## config.mk

```make
export PLATFORM = sky130hd
export DESIGN_NAME = commit_thread_sel
export DESIGN_NICKNAME = d
export VERILOG_FILES = /design/src/rtl/cts_pkg.sv /design/src/rtl/cts_qualify.sv /design/src/rtl/cts_oldest.sv /design/src/rtl/cts_rotate.sv /design/src/rtl/commit_thread_sel.sv
export SDC_FILE = /design/constraint.sdc
export NUM_CORES = 1
export LEC_CHECK = 0
export BUFFER_PORTS_ARGS = -buffer_cell sky130_fd_sc_hd__buf_2
export CORE_MARGIN = 2
export CORE_UTILIZATION = 48
export CTS_CLUSTER_SIZE = 40
export DETAILED_ROUTE_END_ITERATION = 10
export PLACE_DENSITY_LB_ADDON = 0.3
export SLEW_MARGIN = 5
export SYNTH_ARGS = -nofsm -noshare
export SYNTH_HDL_FRONTEND = slang
export SYNTH_HIERARCHICAL = 1
export SYNTH_SLANG_ARGS = --single-unit
```

## constraint.sdc

```tcl
create_clock -name clk_i -period 14.8 [get_ports clk_i]
set_clock_uncertainty 0.1 [all_clocks]
set_input_delay 2.96 -clock clk_i [delete_from_list [all_inputs] [get_ports clk_i]]
set_output_delay 2.96 -clock clk_i [all_outputs]
set_load 0.01 [all_outputs]
```

## src/rtl/cts_pkg.sv

```systemverilog
package cts_pkg;
  localparam int unsigned ST_W = 3;

  typedef enum logic [ST_W-1:0] {
    ST_IDLE       = 3'd0,
    ST_RUNNING    = 3'd1,
    ST_SQUASHING  = 3'd2,
    ST_TRAP_PEND  = 3'd3,
    ST_FTRAP_PEND = 3'd4
  } thr_status_e;

  typedef enum logic [1:0] {
    POL_GREEDY = 2'd0,
    POL_ROTATE = 2'd1,
    POL_OLDEST = 2'd2,
    POL_RSVD   = 2'd3
  } policy_e;

  function automatic logic status_ok(input logic [ST_W-1:0] st);
    return (st == ST_IDLE) || (st == ST_RUNNING) || (st == ST_FTRAP_PEND);
  endfunction
endpackage

```

## src/rtl/cts_qualify.sv

```systemverilog
module cts_qualify
  import cts_pkg::*;
#(
  parameter int unsigned NUM_THR = 4
) (
  input  logic [NUM_THR-1:0]      active_i,
  input  logic [ST_W*NUM_THR-1:0] status_i,
  input  logic [NUM_THR-1:0]      head_rdy_i,
  input  logic [NUM_THR-1:0]      rob_empty_i,
  output logic [NUM_THR-1:0]      elig_o,
  output logic [NUM_THR-1:0]      rot_q_o,
  output logic [NUM_THR-1:0]      old_q_o
);
  for (genvar g = 0; g < NUM_THR; g++) begin : g_thr
    assign elig_o[g]  = active_i[g] && status_ok(status_i[ST_W*g +: ST_W]);
    assign rot_q_o[g] = elig_o[g] && head_rdy_i[g];
    assign old_q_o[g] = rot_q_o[g] && !rob_empty_i[g];
  end
endmodule

```

## src/rtl/cts_oldest.sv

```systemverilog
module cts_oldest #(
  parameter int unsigned NUM_THR = 4,
  parameter int unsigned SEQ_W   = 16,
  localparam int unsigned TID_W  = (NUM_THR > 1) ? $clog2(NUM_THR) : 1
) (
  input  logic                     clk_i,
  input  logic                     rst_ni,
  input  logic [NUM_THR-1:0]       qual_i,
  input  logic [SEQ_W*NUM_THR-1:0] seq_i,
  output logic                     valid_o,
  output logic [TID_W-1:0]         tid_o
);
  logic [SEQ_W-1:0] best_seq;

  // strict less-than keeps the lower index on ties
  always_comb begin
    valid_o  = 1'b0;
    tid_o    = '0;
    best_seq = '0;
    for (int i = 0; i < NUM_THR; i++) begin
      if (qual_i[i] && (!valid_o || seq_i[SEQ_W*i +: SEQ_W] < best_seq)) begin
        valid_o  = 1'b1;
        tid_o    = TID_W'(i);
        best_seq = seq_i[SEQ_W*i +: SEQ_W];
      end
    end
  end

  logic older_seen, tie_lower;
  always_comb begin
    older_seen = 1'b0;
    tie_lower  = 1'b0;
    for (int j = 0; j < NUM_THR; j++) begin
      if (qual_i[j] && seq_i[SEQ_W*j +: SEQ_W] < seq_i[SEQ_W*tid_o +: SEQ_W])
        older_seen = 1'b1;
      if (qual_i[j] && j < int'(tid_o) && seq_i[SEQ_W*j +: SEQ_W] == seq_i[SEQ_W*tid_o +: SEQ_W])
        tie_lower = 1'b1;
    end
  end

  assert_no_older_R3: assert property (@(posedge clk_i) disable iff (!rst_ni)
    valid_o |-> (qual_i[tid_o] && !older_seen));
  assert_tie_low_R4: assert property (@(posedge clk_i) disable iff (!rst_ni)
    valid_o |-> !tie_lower);
endmodule

```

## src/rtl/cts_rotate.sv

```systemverilog
module cts_rotate #(
  parameter int unsigned NUM_THR = 4,
  localparam int unsigned TID_W  = (NUM_THR > 1) ? $clog2(NUM_THR) : 1
) (
  input  logic               clk_i,
  input  logic               rst_ni,
  input  logic [NUM_THR-1:0] qual_i,
  input  logic               upd_en_i,
  output logic               valid_o,
  output logic [TID_W-1:0]   tid_o
);
  logic [NUM_THR-1:0][TID_W-1:0] order_q, order_d;
  logic [TID_W-1:0] pos;
  logic upd;

  always_comb begin
    valid_o = 1'b0;
    tid_o   = '0;
    pos     = '0;
    for (int i = 0; i < NUM_THR; i++) begin
      if (!valid_o && qual_i[order_q[i]]) begin
        valid_o = 1'b1;
        tid_o   = order_q[i];
        pos     = TID_W'(i);
      end
    end
  end

  assign upd = upd_en_i && valid_o;

  // shift entries behind the winner forward, winner to the tail
  always_comb begin
    order_d = order_q;
    for (int i = 0; i < NUM_THR - 1; i++) begin
      if (i >= int'(pos)) order_d[i] = order_q[i+1];
    end
    order_d[NUM_THR-1] = tid_o;
  end

  always_ff @(posedge clk_i or negedge rst_ni) begin
    if (!rst_ni) begin
      for (int i = 0; i < NUM_THR; i++) order_q[i] <= TID_W'(i);
    end else if (upd) begin
      order_q <= order_d;
    end
  end

  logic [NUM_THR-1:0] seen;
  always_comb begin
    seen = '0;
    for (int i = 0; i < NUM_THR; i++) seen[order_q[i]] = 1'b1;
  end

  assert_perm_R7: assert property (@(posedge clk_i) disable iff (!rst_ni)
    $countones(seen) == NUM_THR);
  assert_tail_R8: assert property (@(posedge clk_i) disable iff (!rst_ni)
    upd |=> order_q[NUM_THR-1] == $past(tid_o));
  assert_hold_R9: assert property (@(posedge clk_i) disable iff (!rst_ni)
    !upd |=> $stable(order_q));
endmodule

```

## src/rtl/commit_thread_sel.sv

```systemverilog
module commit_thread_sel
  import cts_pkg::*;
#(
  parameter int unsigned NUM_THR = 4,
  parameter int unsigned SEQ_W   = 16,
  localparam int unsigned TID_W  = (NUM_THR > 1) ? $clog2(NUM_THR) : 1
) (
  input  logic                     clk_i,
  input  logic                     rst_ni,
  input  logic [1:0]               policy_i,
  input  logic [NUM_THR-1:0]       active_i,
  input  logic [ST_W*NUM_THR-1:0]  status_i,
  input  logic [NUM_THR-1:0]       head_rdy_i,
  input  logic [NUM_THR-1:0]       rob_empty_i,
  input  logic [SEQ_W*NUM_THR-1:0] head_seq_i,
  input  logic                     accept_i,
  output logic                     sel_valid_o,
  output logic [TID_W-1:0]         sel_tid_o
);
  policy_e pol;
  assign pol = policy_e'(policy_i);

  logic [NUM_THR-1:0] elig, rot_q, old_q;
  logic rot_v, old_v;
  logic [TID_W-1:0] rot_tid, old_tid;

  cts_qualify #(.NUM_THR(NUM_THR)) u_qual (
    .active_i   (active_i),
    .status_i   (status_i),
    .head_rdy_i (head_rdy_i),
    .rob_empty_i(rob_empty_i),
    .elig_o     (elig),
    .rot_q_o    (rot_q),
    .old_q_o    (old_q)
  );

  cts_rotate #(.NUM_THR(NUM_THR)) u_rot (
    .clk_i   (clk_i),
    .rst_ni  (rst_ni),
    .qual_i  (rot_q),
    .upd_en_i(accept_i && (pol == POL_ROTATE) && (NUM_THR > 1)),
    .valid_o (rot_v),
    .tid_o   (rot_tid)
  );

  cts_oldest #(.NUM_THR(NUM_THR), .SEQ_W(SEQ_W)) u_old (
    .clk_i  (clk_i),
    .rst_ni (rst_ni),
    .qual_i (old_q),
    .seq_i  (head_seq_i),
    .valid_o(old_v),
    .tid_o  (old_tid)
  );

  if (NUM_THR == 1) begin : g_single
    assign sel_valid_o = elig[0];
    assign sel_tid_o   = '0;
  end else begin : g_multi
    always_comb begin
      if (pol == POL_ROTATE) begin
        sel_valid_o = rot_v;
        sel_tid_o   = rot_tid;
      end else begin
        sel_valid_o = old_v;
        sel_tid_o   = old_tid;
      end
    end
  end

  logic [ST_W-1:0] sel_st;
  assign sel_st = status_i[ST_W*sel_tid_o +: ST_W];

  assert_grant_ok_R1: assert property (@(posedge clk_i) disable iff (!rst_ni)
    sel_valid_o |-> (active_i[sel_tid_o] && sel_st != ST_SQUASHING && sel_st != ST_TRAP_PEND));
  assert_none_R10: assert property (@(posedge clk_i) disable iff (!rst_ni)
    !(|elig) |-> (!sel_valid_o && sel_tid_o == '0));
endmodule

```

Word level (Yosys, flattened, before mapping)
Index checks and enable logic that the tools add are counted.
- order comparisons: 10
- equal/unequal tests: 9
- mux-type cells: 31
- reduce and logical (&&, ||, !) cells: 48
- operators with widths (kind ; number):
    less-than comparator 16 bit ; 3
    two-way mux 16 bit ; 3
    logical AND 1 bit ; 20
    two-way mux 2 bit ; 9
    two-way mux 1 bit ; 15
    equality test 3 x 1 -> 1 bit (second input constant) ; 4
    equality test 3 bit (second input constant) ; 4
    zero test 3 bit ; 4
    less-than comparator 2 x 3 -> 1 bit (second input constant) ; 4
    logical OR 1 bit ; 11
    zero test 1 bit ; 10
    binary-select mux 1 bit (select 2 bit) ; 4
    AND reduction 2 bit ; 3
    >= comparator 1 x 2 -> 1 bit (first input constant) ; 2
    equality test 2 x 1 -> 1 bit (second input constant) ; 1
    >= comparator 2 bit (first input constant) ; 1
- register bits: 8
- output and inout port bits: 3
- logic and storage cells: 102

Logic depth before layout (Yosys ltp)
- word-level depth: 20
- gate-level depth with buffers: 33

Cells and area by module
Netlist, hierarchy kept.
- by module, submodules not included (module ; instances ; cells an instance ; area each (um^2) ; sequential area each (um^2)):
    cts_oldest ; 1 ; 221 ; 1639.1 ; 0.0
    cts_rotate ; 1 ; 43 ; 536.8 ; 205.2
    cts_qualify ; 1 ; 24 ; 250.2 ; 0.0
    commit_thread_sel ; 1 ; 5 ; 66.3 ; 0.0

Worst setup path before layout
No wires, ideal clock.
- path type: input -> output
- start point: input port rob_empty_i[0]
- end point: output port sel_tid_o[1]
- data arrival time: 9.164 ns
- setup slack: 2.576 ns
- stages on the path: 30
- path buffers: 5
- path through: nand2b_4 -> nor4b_4 -> clkbuf_1 -> buf_1 -> nand2_1 -> ha_1 -> a21o_1 -> a221o_1 -> a22o_1 -> o31ai_1 -> nand2_1 -> clkbuf_1 -> o2bb2a_1 -> inv_1 -> ha_1 -> o21ai_0 -> nor4_1 -> nand2_1 -> and3_1 -> a22o_1 -> buf_6 -> buf_8 -> mux2i_1 -> ha_1 -> or4_1 -> nor2_1 -> nor3_1 -> or4_1 -> o2111ai_1 -> mux2_4
- word-level cells in the longest chain between the ends: 16
- elaborated cells on any way between the ends: 23
- those cells by class: 3 x order compare; 9 x mux; 11 x reduce/logical
- RTL lines (what ; line ; text):
    start, declared ; commit_thread_sel.sv:14 ; input logic [NUM_THR-1:0] rob_empty_i,
    zero test 1 bit (*) ; cts_qualify.sv:17 ; assign old_q_o[g] = rot_q_o[g] && !rob_empty_i[g];
    logical AND 1 bit (*) ; cts_qualify.sv:17 ;
    via old_q[0] ; commit_thread_sel.sv:23 ; logic [NUM_THR-1:0] elig, rot_q, old_q;
    two-way mux 16 bit or two-way mux 1 bit (tied branches) ; cts_oldest.sv:21 ; if (qual_i[i] && (!valid_o || seq_i[SEQ_W*i +: SEQ_W] < best_seq)) begin
    less-than comparator 16 bit or zero test 1 bit (tied branches) ; cts_oldest.sv:21 ;
    logical OR 1 bit ; cts_oldest.sv:21 ;
    logical AND 1 bit ; cts_oldest.sv:21 ;
    two-way mux 16 bit or two-way mux 1 bit (tied branches) ; cts_oldest.sv:21 ;
    (+2 left out) ; - ;
    logical AND 1 bit ; cts_oldest.sv:21 ;
    two-way mux 16 bit or two-way mux 1 bit (tied branches) ; cts_oldest.sv:21 ;
    less-than comparator 16 bit or zero test 1 bit (tied branches) ; cts_oldest.sv:21 ;
    logical OR 1 bit ; cts_oldest.sv:21 ;
    logical AND 1 bit ; cts_oldest.sv:21 ;
    two-way mux 2 bit (*) ; cts_oldest.sv:21 ;
    via old_tid[1] ; commit_thread_sel.sv:25 ; logic [TID_W-1:0] rot_tid, old_tid;
    two-way mux 2 bit (*) ; commit_thread_sel.sv:60 ; if (pol == POL_ROTATE) begin
    end, declared ; commit_thread_sel.sv:18 ; output logic [TID_W-1:0] sel_tid_o
The timed path passes the listed nets; every way through them passes the cells marked *.

Worst setup path after layout
Ends and elaborated chain as after synthesis.

==> impl.org <==
** Setup path
- Kind of end point of the critical path :: output port
- The most numerous cell type found on the critical path is sky130_fd_sc_hd__ha_1.
- Largest fanout of any net on the critical path :: 17
- Kind of critical path :: in -> out
- The slowest stage of the critical path is the sky130_fd_sc_hd__a22o_1 cell.
- Data on the critical path is required at its endpoint by 11.74 ns.
- Data arrival time of the critical path :: around 11 ns
- STA classifies the critical path startpoint as an input pin.
- The largest single stage delay on the critical path is 0.76 ns.

** Floorplan
- 96 I/O pins were placed.
- Vert. Die Dim :: roughly 76 um
- The die is 75.6 um wide.
- After floorplanning, the core was sized to cover 5040 um^2.
- In this run the core area contains 26 standard-cell rows.
- Starting density of the core :: 48.8%
- The die covers 5720 um^2.

** Run status
- The flow ran to the end, and the final reports show no timing, DRC or antenna violations.

** Layout
- Max FFs per register :: 8
- The post-route netlist has 34.7% of its cells at a drive strength greater than 1.
- Area grow syn2layout :: 23.3%
- Most flop-heavy register :: u_rot/order_q
- Fill cell total of the finished layout :: between 400 and 500
- Biggest registers after layout :: u_rot/order_q (8)
- At the end of the flow, the number of nets in the layout was 522.
- Diode insertion count for antenna repair :: 0

** STA
- Setup repair after global routing left no endpoint under its margin.
- Minimum clock period :: 13.58 ns
- The max-slew violation total from the final report is 0.
- Share of the clock period used by the worst path :: 91.8%
- Setup TNS :: 0 ns
- Setup violations remaining at the end of the flow were counted as 0.
- The hold violation total from the final report came to 0.
- Max Clock Freq :: 73.6 MHz
- Transition time of the tightest slew-check pin :: 0.928 ns
- In this run the tightest slew margin relative to its limit is 38.1%.
- Crit path setup slack, layout :: between 1 and 1.5 ns

** Clock tree
- Clock-pin slew was measured on the worst setup and hold paths at roughly 0.04 ns.
- Cts bufs inserted :: 3
- For this design, the CTS-stage hold fixing added 0 buffers.
- Number of buffers on the longest clock path :: 2
- TritonCTS clock tree :: yes
- Setup bufs post-CTS :: 0
- Later-pin clock latency in the skew report :: approximately 0.23 ns
- CTS built an H-tree with a depth of 1.
- The tree is rooted in a sky130_fd_sc_hd__clkbuf_8.
- Clock sink count :: 8
- In this run, post-CTS repair resized a total of 0 instances.

** Pwr
- For this design the static power due to leakage is 1.43 nW.
- For this design the ratio of total power to cell area is 45.7 nW/um^2.
- The worst-case IR drop observed on VDD is 0.0737 mV.

** Drt
- Wires add up to between 6000 and 7000 um.
- Via density per instance :: 5.48
- Total via count after detailed routing :: about 2500
- Average wire length per cell after detail routing :: 13.4 um
- Post-detailed-route count of antenna-violating nets :: 0
- After detailed routing, the number of remaining DRC violations is 0.
- First-pass iteration count of the detailed router :: 4
- After the first detailed-routing iteration, the DRC count stood at 123.

** Job
- Max-capacitance violation count :: 0

** Global route
- The number of antenna violations at the first check in global routing was 0.
- Remaining global-route overflow :: 0
- The first global-routing pass estimated 9760 um of wire.
- Number of global-route vias before repair :: roughly 2400
- Entering global routing, the biggest net connects 18 pins.
- In the global route stage, overall resource usage came out at 21.5%.

** Worst hold path
- The path class of the tightest hold or removal check is reg -> reg.

** Placed design
- The congestion estimate from routability-driven global placement came to 0.892.
- Post-placement setup slack :: 1.30 ns
- The count of buffers added on input and output ports is 95.
- Final HPWL DP :: 5390 um

** Synth
- Synthesized area divided by synthesized cell count :: 8.52 um^2
- Synthesized Nets :: around 430
- Cells after Synth :: 289
- The synthesized netlist occupies a cell area of 2460 um^2.
- Yosys Warn Count :: 6
-- routing by layer --
layer,wire [um],up-vias,track usage (%)
met3,238,8,0.926
met5,0,-,0
met2,2940,67,38.4
met4,89,0,6.04
li1,-,1283,-
met1,2820,1124,28.1
-- path summary, 6_finish.rpt --
| check | from | end | cells past startpoint | slack, ns |
|---|---|---|---|---|
| min reg2reg | u_rot/order_q[6] | u_rot/order_q[6] | 2 | 0.40 |
| max reg2reg | u_rot/order_q[2] | u_rot/order_q[4] | 4 | 12.63 |
| max | rob_empty_i[0] | sel_tid_o[1] | 31 | 1.22 |
| max in group asynchronous | rst_ni | u_rot/order_q[7] | 1 | 11.90 |
| min | u_rot/order_q[6] | u_rot/order_q[6] | 2 | 0.40 |
| min in group asynchronous | rst_ni | u_rot/order_q[0] | 1 | 2.46 |
-- metrics by stage --
step / hold slack, ns / instances / power [mW] / utilization [%] / cell area (um^2)
after floorplan: 0.371 / 289 / 0.0853 / - / 2460
after global placement: 0.392 / 449 / 0.110 / 59.3 / 2990
after detailed placement: 0.399 / 449 / 0.112 / 59.3 / 2990
after CTS: 0.402 / 453 / 0.140 / 60.2 / 3040
after global routing: 0.419 / 453 / 0.151 / 60.2 / 3040
final: 0.400 / 453 / 0.139 / 60.2 / 3040
-- power breakdown --
| part | internal [mW] | switching (mW) |
|---|---|---|
| Combinational | 0.0393 | 0.0328 |
| Sequential | 0.0318 | 0.00769 |
| Clock | 0.0187 | 0.00853 |
| Total | 0.0897 | 0.0490 |
-- worst max-delay path, delay by kind of cell --
family	cells	cell delay (ns)
AO/OA/AOI/OAI	14	3.57
AND/OR/NAND/NOR	8	2.16
buffers and inverters	4	0.54
multiplexers	2	0.45
adder cells (fa/ha/maj)	3	0.82
-- cells in the final DEF (no fill, tap or decap), types with 3 or more instances in the layout --
| cell | n |
|---|---|
| sky130_fd_sc_hd__inv_1 | 23 |
| sky130_fd_sc_hd__nor4b_4 | 4 |
| sky130_fd_sc_hd__mux2i_1 | 18 |
| sky130_fd_sc_hd__dfrtp_1 | 4 |
| sky130_fd_sc_hd__clkbuf_8 | 3 |
| sky130_fd_sc_hd__or4_1 | 3 |
| sky130_fd_sc_hd__a211oi_1 | 4 |
| sky130_fd_sc_hd__a21oi_1 | 15 |
| sky130_fd_sc_hd__nor3_1 | 6 |
| sky130_fd_sc_hd__mux2_4 | 3 |
| sky130_fd_sc_hd__and4b_1 | 4 |
| sky130_fd_sc_hd__a21o_1 | 4 |
| sky130_fd_sc_hd__ha_1 | 45 |
| sky130_fd_sc_hd__nor4_1 | 3 |
| sky130_fd_sc_hd__buf_2 | 95 |
| sky130_fd_sc_hd__o21ai_0 | 13 |
| sky130_fd_sc_hd__o2bb2a_1 | 14 |
| sky130_fd_sc_hd__nor2_1 | 22 |
| sky130_fd_sc_hd__nand2_1 | 41 |
| sky130_fd_sc_hd__dfstp_2 | 4 |
| sky130_fd_sc_hd__nand4_1 | 4 |
| sky130_fd_sc_hd__nand2b_4 | 4 |
| sky130_fd_sc_hd__mux4_2 | 4 |
| sky130_fd_sc_hd__mux2_2 | 7 |
| sky130_fd_sc_hd__a2111oi_0 | 3 |
-- area by class of cell --
cell class                 instances  area (um^2)  area share, %
inverter                          23         86.3           2.84
multi-input combinational        252         2130           70.1
timing repair buffer              96          483           15.9
tap                               70         87.6           2.89
sequential                         8          205           6.76
clock buffer                       4         45.0           1.48
(Power assumes the default switching activity.)
